**src/rtl/dpt_pkg.sv**
```systemverilog
package dpt_pkg;

    // Upper bound on the packed weight vector handed to the helper functions.
    localparam int WFLAT_MAX = 4096;

    typedef enum logic [1:0] {
        MK_SHIFT_POS,
        MK_SHIFT_NEG,
        MK_GENERIC
    } mult_kind_e;

    function automatic int abs_i(int v);
        return (v < 0) ? -v : v;
    endfunction

    function automatic bit is_pow2(int v);
        int a;
        a = abs_i(v);
        return (a != 0) && ((a & (a - 1)) == 0);
    endfunction

    function automatic int flog2(int v);
        int r;
        r = 0;
        for (int a = abs_i(v); a > 1; a = a >> 1) r++;
        return r;
    endfunction

    function automatic int clog2_i(int n);
        int r;
        r = 0;
        while ((1 << r) < n) r++;
        return r;
    endfunction

    // Operand count at tree level lvl when p operands enter level 0.
    function automatic int level_width(int p, int lvl);
        return (p + (1 << lvl) - 1) >> lvl;
    endfunction

    function automatic mult_kind_e kind_of(int w);
        if (is_pow2(w)) return (w < 0) ? MK_SHIFT_NEG : MK_SHIFT_POS;
        return MK_GENERIC;
    endfunction

    // Sign-extended weight of lane i from a packed coefficient vector.
    function automatic int weight_at(logic [WFLAT_MAX-1:0] flat, int cw, int i);
        int v;
        v = 0;
        for (int b = 0; b < 32; b++)
            v[b] = (b < cw) ? flat[i*cw + b] : flat[i*cw + cw - 1];
        return v;
    endfunction

    function automatic int count_nonzero(logic [WFLAT_MAX-1:0] flat, int n, int cw);
        int c;
        c = 0;
        for (int i = 0; i < n; i++)
            if (weight_at(flat, cw, i) != 0) c++;
        return c;
    endfunction

    // Lane index of the k-th non-zero weight.
    function automatic int nz_lane(logic [WFLAT_MAX-1:0] flat, int n, int cw, int k);
        int c;
        c = 0;
        for (int i = 0; i < n; i++) begin
            if (weight_at(flat, cw, i) != 0) begin
                if (c == k) return i;
                c++;
            end
        end
        return 0;
    endfunction

endpackage

```
**src/rtl/dpt_const_mult.sv**
```systemverilog
module dpt_const_mult
    import dpt_pkg::*;
#(
    parameter int DATA_W = 8,
    parameter int PROD_W = 16,
    parameter int WEIGHT = 3
) (
    input  logic                     clk,
    input  logic                     rst,
    input  logic signed [DATA_W-1:0] x,
    output logic signed [PROD_W-1:0] p
);

    localparam mult_kind_e KIND = kind_of(WEIGHT);

    logic signed [PROD_W-1:0] x_ext;
    logic signed [PROD_W-1:0] p_d;

    assign x_ext = {{(PROD_W-DATA_W){x[DATA_W-1]}}, x};

    if (KIND == MK_SHIFT_POS) begin : g_shl
        localparam int SHIFT = flog2(WEIGHT);
        assign p_d = x_ext <<< SHIFT;
    end else if (KIND == MK_SHIFT_NEG) begin : g_shl_neg
        localparam int SHIFT = flog2(WEIGHT);
        assign p_d = -(x_ext <<< SHIFT);
    end else begin : g_mul
        localparam logic signed [PROD_W-1:0] COEF = PROD_W'(WEIGHT);
        assign p_d = x_ext * COEF;
    end

    always_ff @(posedge clk) begin
        if (rst) p <= '0;
        else     p <= p_d;
    end

    logic armed;
    always_ff @(posedge clk) begin
        if (rst) armed <= 1'b0;
        else     armed <= 1'b1;
    end

    // R3 (positive shift) and R4 (negated shift): registered product equals the integer product
    p_const_product_r3: assert property (@(posedge clk) disable iff (rst)
        armed |-> (int'(p) == int'($past(x)) * WEIGHT));

endmodule

```
**src/rtl/dpt_tree_level.sv**
```systemverilog
module dpt_tree_level #(
    parameter int N_L = 7,
    parameter int W   = 19
) (
    input  logic                         clk,
    input  logic                         rst,
    input  logic [N_L*W-1:0]             d,
    output logic [((N_L+1)/2)*W-1:0]     q
);

    localparam int PAIRS = N_L / 2;

    logic [((N_L+1)/2)*W-1:0] q_d;

    for (genvar j = 0; j < PAIRS; j++) begin : g_add
        assign q_d[j*W +: W] = d[2*j*W +: W] + d[(2*j+1)*W +: W];
    end

    logic armed;
    always_ff @(posedge clk) begin
        if (rst) armed <= 1'b0;
        else     armed <= 1'b1;
    end

    if (N_L % 2 == 1) begin : g_pass
        assign q_d[PAIRS*W +: W] = d[(N_L-1)*W +: W];

        // the unpaired operand reaches the next level one cycle later, unchanged
        p_odd_pass_r9: assert property (@(posedge clk) disable iff (rst)
            armed |-> (q[PAIRS*W +: W] == $past(d[(N_L-1)*W +: W])));
    end

    always_ff @(posedge clk) begin
        if (rst) q <= '0;
        else     q <= q_d;
    end

    logic [W-1:0] sum_in, sum_out;
    always_comb begin
        sum_in = '0;
        for (int i = 0; i < N_L; i++) sum_in = sum_in + d[i*W +: W];
        sum_out = '0;
        for (int i = 0; i < (N_L+1)/2; i++) sum_out = sum_out + q[i*W +: W];
    end

    // a level neither loses nor invents value between its input and its register
    p_sum_kept_r9: assert property (@(posedge clk) disable iff (rst)
        armed |-> (sum_out == $past(sum_in)));

endmodule

```
**src/rtl/dpt_dot_tree.sv**
```systemverilog
module dpt_dot_tree
    import dpt_pkg::*;
#(
    parameter int N_IN   = 9,
    parameter int DATA_W = 8,
    parameter int COEF_W = 8,
    parameter logic [N_IN*COEF_W-1:0] WEIGHTS = 72'hFD_10_FF_80_00_01_FC_00_03,
    localparam int P      = count_nonzero(WFLAT_MAX'(WEIGHTS), N_IN, COEF_W),
    localparam int DEPTH  = clog2_i(P),
    localparam int PROD_W = DATA_W + COEF_W,
    localparam int OUT_W  = PROD_W + DEPTH
) (
    input  logic                     clk,
    input  logic                     rst,
    input  logic                     in_valid,
    input  logic [N_IN*DATA_W-1:0]   in_data,
    output logic                     out_valid,
    output logic signed [OUT_W-1:0]  out_sum
);

    localparam int LAT = 1 + DEPTH;
    localparam int CW  = clog2_i(LAT + 1) + 1;

    wire in_data_unused = ^in_data;

    // Valid pipeline matching the data latency
    logic [LAT-1:0] vld_q;
    always_ff @(posedge clk) begin
        if (rst) begin
            vld_q <= '0;
        end else begin
            vld_q[0] <= in_valid;
            for (int i = 1; i < LAT; i++) vld_q[i] <= vld_q[i-1];
        end
    end
    assign out_valid = vld_q[LAT-1];

    if (P == 0) begin : g_empty
        assign out_sum = '0;
    end else begin : g_tree
        logic [P*OUT_W-1:0] leaf;

        for (genvar k = 0; k < P; k++) begin : g_leaf
            localparam int LANE = nz_lane(WFLAT_MAX'(WEIGHTS), N_IN, COEF_W, k);
            localparam int WGT  = weight_at(WFLAT_MAX'(WEIGHTS), COEF_W, LANE);
            logic signed [PROD_W-1:0] prod;

            dpt_const_mult #(
                .DATA_W (DATA_W),
                .PROD_W (PROD_W),
                .WEIGHT (WGT)
            ) u_mult (
                .clk (clk),
                .rst (rst),
                .x   (in_data[LANE*DATA_W +: DATA_W]),
                .p   (prod)
            );

            assign leaf[k*OUT_W +: OUT_W] = OUT_W'(prod);
        end

        for (genvar l = 0; l < DEPTH; l++) begin : g_lvl
            localparam int NI = level_width(P, l);
            localparam int NO = level_width(P, l + 1);
            logic [NI*OUT_W-1:0] d;
            logic [NO*OUT_W-1:0] q;

            if (l == 0) begin : g_first
                assign d = leaf;
            end else begin : g_next
                assign d = g_lvl[l-1].q;
            end

            dpt_tree_level #(
                .N_L (NI),
                .W   (OUT_W)
            ) u_lvl (
                .clk (clk),
                .rst (rst),
                .d   (d),
                .q   (q)
            );
        end

        if (DEPTH == 0) begin : g_single
            assign out_sum = leaf;
        end else begin : g_root
            assign out_sum = g_lvl[DEPTH-1].q;
        end
    end

    // Cycles since reset, saturating at LAT, to bound the look-back below
    logic [CW-1:0] since_rst;
    always_ff @(posedge clk) begin
        if (rst)                         since_rst <= '0;
        else if (since_rst != CW'(LAT))  since_rst <= since_rst + CW'(1);
    end

    // out_valid is in_valid delayed by LAT
    p_valid_latency_r7: assert property (@(posedge clk) disable iff (rst)
        (since_rst == CW'(LAT)) |-> (out_valid == $past(in_valid, LAT)));

    // the edge after a reset leaves both outputs cleared
    p_reset_clears_r8: assert property (@(posedge clk) disable iff (rst)
        $past(rst) |-> (!out_valid && out_sum == '0));

endmodule

```
**config.mk**
```make
export PLATFORM = sky130hd
export DESIGN_NAME = dpt_dot_tree
export DESIGN_NICKNAME = d
export VERILOG_FILES = /design/src/rtl/dpt_pkg.sv /design/src/rtl/dpt_const_mult.sv /design/src/rtl/dpt_tree_level.sv /design/src/rtl/dpt_dot_tree.sv
export SDC_FILE = /design/constraint.sdc
export NUM_CORES = 1
export LEC_CHECK = 0
export BUFFER_PORTS_ARGS = -buffer_cell sky130_fd_sc_hd__buf_2
export CAP_MARGIN = 30
export CORE_MARGIN = 2
export CORE_UTILIZATION = 54
export DETAILED_ROUTE_END_ITERATION = 12
export GPL_ROUTABILITY_DRIVEN = 1
export PLACE_DENSITY = 0.76
export SKIP_LAST_GASP = 1
export SLEW_MARGIN = 20
export SYNTH_ARGS = -nofsm -noshare
export SYNTH_HDL_FRONTEND = slang
export SYNTH_SLANG_ARGS = --single-unit
```
**constraint.sdc**
```tcl
create_clock -name clk -period 2.3 [get_ports clk]
set_input_delay 0.23 -clock clk [delete_from_list [all_inputs] [get_ports clk]]
set_output_delay 0.23 -clock clk [all_outputs]
set_load 0.05 [all_outputs]
```
==> impl_metrics.json, run 1 <==
{
  "drv_slew": 0,
  "seqCellArea_sq_um": 4000,
  "synth-seq-area-share_pct": 39.0,
  "numCtsBuffers": 17,
  "rsz0062_at_grt": "true",
  "final_core_util_pct": 63.7,
  "placed_cells": 1404,
  "cts_root_buf": "clkbuf_16",
  "p_int_mw": 6.28,
  "grt_usage_pct": 20.3,
  "rows": 50,
  "syn_nets": 1296,
  "worst_slew_pin_slew_ps": 769,
  "multi_input_comb_area_sq_um": 6100,
  "share_seq_of_total_power_pct": 44.5,
  "antenna_found_initial": 1,
  "vias": 7830,
  "power_leakage_nw": 5.50,
  "gp_congestion": 0.834,
  "post-dp-hpwl_um": 14500,
  "grt_max_degree": 97,
  "max_cap_violations": 0,
  "fin_crit_sh_pct": 97.1,
  "core_sq_um": 18700,
  "drive_gt1_share_pct": 15.5,
  "relSlewSlack_pct": 48.4,
  "p_per_area_nw_per_um2": 743,
  "cp-end-kind": "flop",
  "synth_cell_types": 70,
  "cp_max_fo": 2,
  "p_sw_share_pct": 29.1,
  "synth_flop_cell": "dfxtp_1",
  "clk_path_buf_depth": 2,
  "min_period_ps": 2230,
  "syn2layout_area_growth_pct": 16.1,
  "dr.pass1.iters": 5,
  "max_freq_ghz": 0.448,
  "final_cells": 1449,
  "critPathKind": "flop to flop",
  "route.detailed.wl_per_inst_um": 13.4,
  "ant_nets": 0,
  "vias_per_cell": 5.40,
  "synth_seq_cells": 200,
  "path_clk_slew_ps": 70,
  "syn_area_per_cell_sq_um": 9.43,
  "cp.required_ps": 2590,
  "die_area_sq_um": 20100,
  "grt-ovfl-total": 0,
  "setup_viol": 0,
  "p_sw_mw": 2.57,
  "final_hold_viol_count": 0,
  "routed_wl_um": 19500,
  "hold_class": "input port to flop",
  "grt_pass1_vias": 7360,
  "drc_errors": 0,
  "die_y_um": 142,
  "cp_data_arrival_time_ps": 2530,
  "critPathLaunchType": "flop",
  "final_common_cell": "dfxtp_1",
  "htreeDepth": 4,
  "fillers": 1538,
  "yosys_warnings": 0,
  "synth_cells": 1088,
  "clock_latency_ps": 430,
  "combPwrFrac_pct": 23.7,
  "peakVddDrop_mv": 0.583,
  "synth_async_sr_flop_share_pct": 0,
  "ios": 95,
  "drtIter0Drc": 369,
  "dieWidth_um": 142,
  "fin_nets": 1411,
  "cts_tree": "yes",
  "synth_edf_count": 0,
  "grt_pass1_wl_um": 33200,
  "clock_power_share_pct": 31.8,
  "start_util_pct": 54.9,
  "finalClockSkew_ps": 11.5,
  "status": "completed",
  "cts_sinks": 200,
  "timing.hold.ws_ps": 16.4,
  "numPortBuffers": 78,
  "slowest_delay_ps": 440,
  "design_power_total_mw": 8.85,
  "syn_area_sq_um": 10300,
  "slowest_stage": "o41ai_2",
  "layout_common_cells": "dfxtp_1, nor2_1, ha_1, nor2b_1, buf_2",
  "crit_chain": "ha_1 -> a211o_1 -> a21oi_2 -> o22ai_1 -> o41ai_2 -> mux2i_1 -> o311ai_0"
}
-- worst paths after layout --
check                                                  start                            to  slack [ps]  depth (start not counted)
worst min register to register  g_tree.g_leaf[4].u_mult.p[3]   g_tree.g_lvl[0].u_lvl.q[41]         440                          1
worst min-delay path                             in_data[28]  g_tree.g_leaf[2].u_mult.p[4]          20                          2
worst max-delay path            g_tree.g_leaf[5].u_mult.p[5]   g_tree.g_lvl[0].u_lvl.q[53]          70                          7
worst max register to register  g_tree.g_leaf[5].u_mult.p[5]   g_tree.g_lvl[0].u_lvl.q[53]          70                          7
-- per-stage QoR --
stage / setup TNS (ps) / instance area [sq um] / setup slack (ps)
after detailed placement: -352 / 11100 / -144
final: 0 / 11900 / 65.6
after floorplan: 0 / 10300 / 7.66
after global routing: -161 / 11900 / -54.7
after global placement: -248 / 11100 / -133
after CTS: 0 / 11800 / 4.32
-- state kept, by name, summed over array words and instances (netlist names) --
signal                  count
g_tree.g_leaf.u_mult.p     77
vld_q                       4
g_tree.g_lvl.u_lvl.q      119
-- power by group through the flow --
stage          clock, mW  combinational (mW)  sequential, mW
5_1_grt             3.01                2.35            3.97
4_1_cts             2.88                2.07            3.94
6_report            2.82                2.10            3.94
2_1_floorplan          0                1.37            4.18
3_3_place_gp           0                1.99            4.01
3_5_place_dp           0                2.02            4.02
-- routing by layer --
metal	up-vias	share of wire (%)	track usage [%]	routed length (um)
met5	-	0	0	0
met4	0	1.8	7.32	356
met3	20	3.2	4.59	633
met2	123	47	33.7	9240
met1	3614	48	25.9	9260
li1	4073	-	-	-
-- worst max-delay path, delay by kind of cell, from the launching register on --
family          cells  cell delay (ps)
mux                 1              230
compound gates      5             1200
flops               1              390
fa+ha+maj           1              280
-- Yosys cell counts, drive strengths merged (4+ instances only) --
library cell  count  area [sq um]
mux2             10           113
nor2            125           469
o21ai            39           195
o31ai             6          50.1
nand2            34           128
a21o             30           225
dfxtp           200          4000
o22ai             6          43.8
o21a             20           150
a31oi             4          25.0
and2              6          37.5
nand3            10          50.1
fa                9           180
nor4              7          43.8
a21oi            57           285
o21bai           12          90.1
inv              50           188
or4               6          45.0
ha              124          1550
clkbuf           23          86.3
o31a              4          35.0
a2111oi           7          75.1
a211oi           23           183
a211o             5          43.8
or3               8          55.1
nor4b             5          43.8
nor3b             8          60.1
xnor2            37           324
xor2             28           245
nand2b            4          25.0
nor2b            83           527
nor3             46           241
and3              9          56.3
-- logic make-up after synthesis --
group                      count (synthesis)  synth area share (%)
DFF                                      200                  39.0
xor gates and xnor gates                  65                  5.55
AOI/OAI and AO/OA                        240                  16.3
adders and majority gates                133                  16.9
and+or+nand+nor                          362                  18.2
muxes                                     12                  1.29
buffers and inverters                     76                  2.78
-- timing repair --
item                       in CTS  in global routing
pin swaps                       0                 14
hold endpoints to repair       11                  0
hold buffers                   11                  0
setup buffers                   0                  3
resized for setup               1                 21
setup endpoints to repair       1                 17
-- final cells by class --
class	count	area share [%]
antenna	1	0.0210
multi-input combinational	812	51.2
inverter	50	1.57
sequential	200	33.6
tap	234	2.46
clock buffer	21	3.95
timing repair buffer	122	6.43
clock inverter	9	0.787
Note: power is estimated with default switching activity, not from simulation.
==> run 2: changes to the inputs <==
Settings changed: CORE_UTILIZATION 54 to 30, PLACE_DENSITY 0.76 to unset.
==> run 2 against run 1 <==
  * Largest cell class unchanged
  * Non-clock buffer count rose by 17
  * Cell area rose by 3.4%
  * Via count fell by 1.7%
  * Maximum frequency fell by 2.2%
  * Sequential share of layout area fell by 1.1 points
  * Power rose by 1.2%
  * Global-route usage fell by 8.3 points
==> impl_metrics.json, run 2 (synthesized netlist as in run 1, its figures left out) <==
{
  "route.detailed.wl_per_inst_um": 12.3,
  "design_power_total_mw": 8.96,
  "vias": 7698,
  "core_sq_um": 33600,
  "ios": 95,
  "critPathLaunchType": "flop",
  "grt_pass1_wl_um": 35100,
  "die_area_sq_um": 35700,
  "numCtsBuffers": 17,
  "cts_tree": "yes",
  "grt_pass1_vias": 7690,
  "place_area_sq_um": 11500,
  "dr.pass1.iters": 4,
  "cp_data_arrival_time_ps": 2620,
  "routed_wl_um": 20700,
  "cp-end-kind": "flop",
  "largest_register_ffs": 119,
  "cts_sinks": 200,
  "share_seq_of_total_power_pct": 43.9,
  "antenna_found_initial": 0,
  "drtIter0Drc": 311,
  "numPortBuffers": 78,
  "final_common_cell": "dfxtp_1",
  "max_cap_violations": 0,
  "fin_nets": 1428,
  "start_util_pct": 30.5,
  "regMostFlops": "g_tree.g_lvl.u_lvl.q",
  "max_freq_ghz": 0.438,
  "p_per_area_nw_per_um2": 727,
  "diodes": 0,
  "dieWidth_um": 189,
  "grt_max_degree": 127,
  "clock_power_share_pct": 32.3,
  "ant_nets": 0,
  "fin_crit_sh_pct": 99.3,
  "cp_max_fo": 3,
  "cp.required_ps": 2640,
  "final_core_util_pct": 36.7,
  "cts_root_buf": "clkbuf_16",
  "p_int_mw": 6.17,
  "final_area_sq_um": 12300,
  "htreeDepth": 4,
  "final_hold_viol_count": 0,
  "rsz0062_at_grt": "true",
  "worst_slew_pin_slew_ps": 627,
  "min_period_ps": 2280,
  "p_sw_share_pct": 31.1,
  "grt-ovfl-total": 0,
  "clock_latency_ps": 450,
  "path_clk_slew_ps": 80,
  "post-dp-hpwl_um": 16000,
  "gp_congestion": 0.792,
  "p_sw_mw": 2.79,
  "critPathKind": "flop to flop",
  "final.setup.tns_ps": 0,
  "reg_top3": "g_tree.g_lvl.u_lvl.q: 119 flops, g_tree.g_leaf.u_mult.p: 77 flops, vld_q: 4 flops",
  "rows": 67,
  "combPwrFrac_pct": 23.7,
  "drv_slew": 0,
  "hold_class": "input port to flop",
  "peakVddDrop_mv": 0.307,
  "setup_viol": 0,
  "grt_usage_pct": 12.0,
  "drive_gt1_share_pct": 16.4,
  "finalClockSkew_ps": 12.5,
  "die_y_um": 189,
  "relSlewSlack_pct": 57.8,
  "layout_common_cells": "dfxtp_1, nor2_1, ha_1, nor2b_1, buf_2",
  "syn2layout_area_growth_pct": 20.1,
  "status": "completed",
  "clk_path_buf_depth": 2,
  "fillers": 3389,
  "timing.hold.ws_ps": 38.1,
  "power_leakage_nw": 5.59,
  "drc_errors": 0,
  "vias_per_cell": 4.58
}
[run 2: cell count changes in the layout (fill, tap and decap cells not counted), sizes merged, moves of 4 or more]
cell,delta
buf,+11
inv,+8
dlygate4sd3,+6
clkbuf,-4
[run 2: worst paths after layout]
kind	slack, ps	endpoint	from	depth (start not counted)
min reg2reg	440	g_tree.g_lvl[0].u_lvl.q[23]	g_tree.g_leaf[2].u_mult.p[4]	1
max reg2reg	20	g_tree.g_lvl[1].u_lvl.q[33]	g_tree.g_lvl[0].u_lvl.q[57]	9
min	40	g_tree.g_leaf[2].u_mult.p[6]	in_data[30]	2
max	20	g_tree.g_lvl[1].u_lvl.q[33]	g_tree.g_lvl[0].u_lvl.q[57]	9
[run 2: routing by layer]
metal  global-route usage [%]  vias to the layer above  part of all wire (%)
met3                     2.91                       22                   3.6
li1                         -                     4111                     -
met2                     20.5                       77                    46
met5                        0                        -                     0
met1                     14.8                     3488                    48
met4                     3.73                        0                   1.6
[run 2: power groups by stage]
stage	logic (mW)	clock network (mW)	registers, mW
floorplan	1.37	0	4.18
global route	2.40	3.13	3.97
detailed placement	2.07	0	4.03
CTS	2.11	2.98	3.95
finish	2.13	2.90	3.94
global placement	2.05	0	4.03
[run 2: worst max-delay path, stage by stage (launching register included)]
cell and delay (ps):
dfxtp_1 320, ha_1 180, inv_1 70, fa_1 190
nor2b_2 50, o31a_1 270, o21a_1 210, o31ai_2 340
a21o_1 200, mux2_2 330
[run 2: layout make-up]
class                           instances  area [sq um]  share of cell area [%]
Sequential cell                       200          4000                    32.5
Inverter                               50           188                    1.52
Clock buffer                           17           425                    3.45
Multi-Input combinational cell        812          6090                    49.4
Clock inverter                         15           150                    1.22
Tap cell                              448           561                    4.55
Timing Repair Buffer                  139           910                    7.38
[run 2: timing repair]
item / in CTS / in global routing
hold buffers: 17 / 0
endpoints found under the setup margin: 3 / 20
pin swaps: 0 / 10
hold endpoints to repair: 17 / 0
gates resized for setup: 2 / 19
buffers inserted: 0 / 5
[run 2: through the flow]
step,worst slack (ps),std cells
after floorplan,7.66,1088
after global placement,-140,1627
after detailed placement,-198,1627
after CTS,15.0,1676
after global routing,-60.8,1681
final,15.9,1681
==> run 3: changes to the inputs <==
Clock period 2.3 ns to 2.9 ns, I/O delays scaled along.
==> run 3 against run 2 <==
  * Sequential cell count is the same
  * Cell count shrank 3.4%
  * Die area is the same
  * Count of clock-buffer cells in the layout grew 1
  * First-iteration DRC count grew 2.3%
  * Critical endpoint is now g_tree.g_lvl[0].u_lvl.q[34]
  * Largest power group unchanged
==> impl_metrics.json, run 3 (synthesized netlist as in run 1, its figures left out) <==
{
  "relSlewSlack_pct": 44.6,
  "route.detailed.wl_per_inst_um": 12.4,
  "clock_latency_ps": 440,
  "place_ws_ps": 217,
  "rows": 67,
  "final.setup.tns_ps": 0,
  "antenna_found_initial": 1,
  "vias": 7470,
  "grt-ovfl-total": 0,
  "grt_usage_pct": 11.6,
  "clk_path_buf_depth": 2,
  "layout_common_cells": "dfxtp_1, nor2_1, ha_1, nor2b_1, buf_2",
  "cp_data_arrival_time_ps": 2780,
  "post-dp-hpwl_um": 15800,
  "diodes": 0,
  "max_freq_ghz": 0.410,
  "fin_nets": 1371,
  "numPortBuffers": 78,
  "finalClockSkew_ps": 12.9,
  "dr.pass1.iters": 4,
  "cts_root_buf": "clkbuf_16",
  "dieWidth_um": 189,
  "min_period_ps": 2440,
  "htreeDepth": 4,
  "critPathKind": "flop to flop",
  "setup_ws_ps": 460,
  "final_hold_viol_count": 0,
  "grt_pass1_vias": 7358,
  "peakVddDrop_mv": 0.327,
  "rsz0062_at_grt": "false",
  "path_clk_slew_ps": 80,
  "grt_max_degree": 94,
  "cp_num_buf_inv": 0,
  "hold_class": "input port to flop",
  "postCtsHoldBufs": 0,
  "die_y_um": 189,
  "numCtsBuffers": 17,
  "path_delay_family": "compound AO/OA/AOI/OAI gates",
  "p_per_area_nw_per_um2": 598,
  "drive_gt1_share_pct": 11.9,
  "critPathLaunchType": "flop",
  "drtIter0Drc": 318,
  "ios": 95,
  "regMostFlops": "g_tree.g_lvl.u_lvl.q",
  "cts_sinks": 200,
  "crit_chain": "ha_1 -> fa_1 -> a21o_1 -> a21oi_1 -> o21bai_1 -> a2111oi_0 -> or4_1 -> o21ai_1",
  "max_cap_violations": 0,
  "routed_wl_um": 20200,
  "start_util_pct": 30.5,
  "final_common_cell": "dfxtp_1",
  "drv_slew": 0,
  "power_leakage_nw": 5.31,
  "gp_congestion": 0.773,
  "status": "completed",
  "die_area_sq_um": 35700,
  "cts_resized": 0,
  "reg_top3": "g_tree.g_lvl.u_lvl.q: 119 flops, g_tree.g_leaf.u_mult.p: 77 flops, vld_q: 4 flops",
  "cp.required_ps": 3240,
  "grt_pass1_wl_um": 34200,
  "cp-end-kind": "flop",
  "largest_register_ffs": 119,
  "cp_max_fo": 6,
  "worst_slew_pin_slew_ps": 824,
  "cts_tree": "yes",
  "fin_crit_sh_pct": 84.1,
  "cts_setup_buffers": 0,
  "timing.hold.ws_ps": 35.2,
  "core_sq_um": 33600,
  "setup_viol": 0,
  "vias_per_cell": 4.60,
  "syn2layout_area_growth_pct": 14.5,
  "slowest_delay_ps": 530,
  "ant_nets": 0,
  "slowest_stage": "a2111oi_0",
  "drc_errors": 0
}
==> run 3: changes by cell type in the layout (fill, tap and decap cells not counted), moves of 3 or more <==
cell           change
a21oi_1            +8
a211oi_1           +3
inv_8              +3
buf_4             -40
dlygate4sd3_1     -17
a21oi_2            -8
==> run 3: final cells by class <==
cell class | count | area (sq um)
tap | 448 | 561
inverter | 50 | 188
timing repair buffer | 82 | 439
clock inverter | 14 | 145
clock buffer | 18 | 439
fill | 3406 | 21900
multi-input combinational | 812 | 5970
sequential | 200 | 4000
==> run 3: path summary, 6_finish.rpt <==
| kind | startpoint | endpoint | slack (ps) | cells after the start |
|---|---|---|---|---|
| min reg2reg | g_tree.g_leaf[2].u_mult.p[4] | g_tree.g_lvl[0].u_lvl.q[23] | 430 | 1 |
| max reg2reg | g_tree.g_leaf[2].u_mult.p[7] | g_tree.g_lvl[0].u_lvl.q[34] | 460 | 8 |
| max | g_tree.g_leaf[2].u_mult.p[7] | g_tree.g_lvl[0].u_lvl.q[34] | 460 | 8 |
| min | in_data[47] | g_tree.g_leaf[3].u_mult.p[15] | 40 | 2 |
==> run 3: power by group <==
part	internal (mW)	total [mW]	switching, mW
Clock	1.18	2.32	1.14
Combinational	0.651	1.58	0.931
Sequential	3.02	3.13	0.101
==> run 3: routing by layer <==
layer	up-vias	part of all wire (%)	track usage, %
li1	3993	-	-
met1	3380	49	14.9
met2	74	46	19.5
met3	21	2.8	2.11
met4	2	1.7	4.21
met5	-	0.064	0
==> run 3: per-stage QoR <==
stage | std cells | utilization, % | power, mW | area (sq um)
after floorplan | 1088 | - | 4.39 | 10300
after global placement | 1592 | 33.2 | 4.76 | 11200
after detailed placement | 1592 | 33.2 | 4.78 | 11200
after CTS | 1624 | 35.0 | 7.13 | 11800
after global routing | 1624 | 35.0 | 7.45 | 11800
final | 1624 | 35.0 | 7.03 | 11800
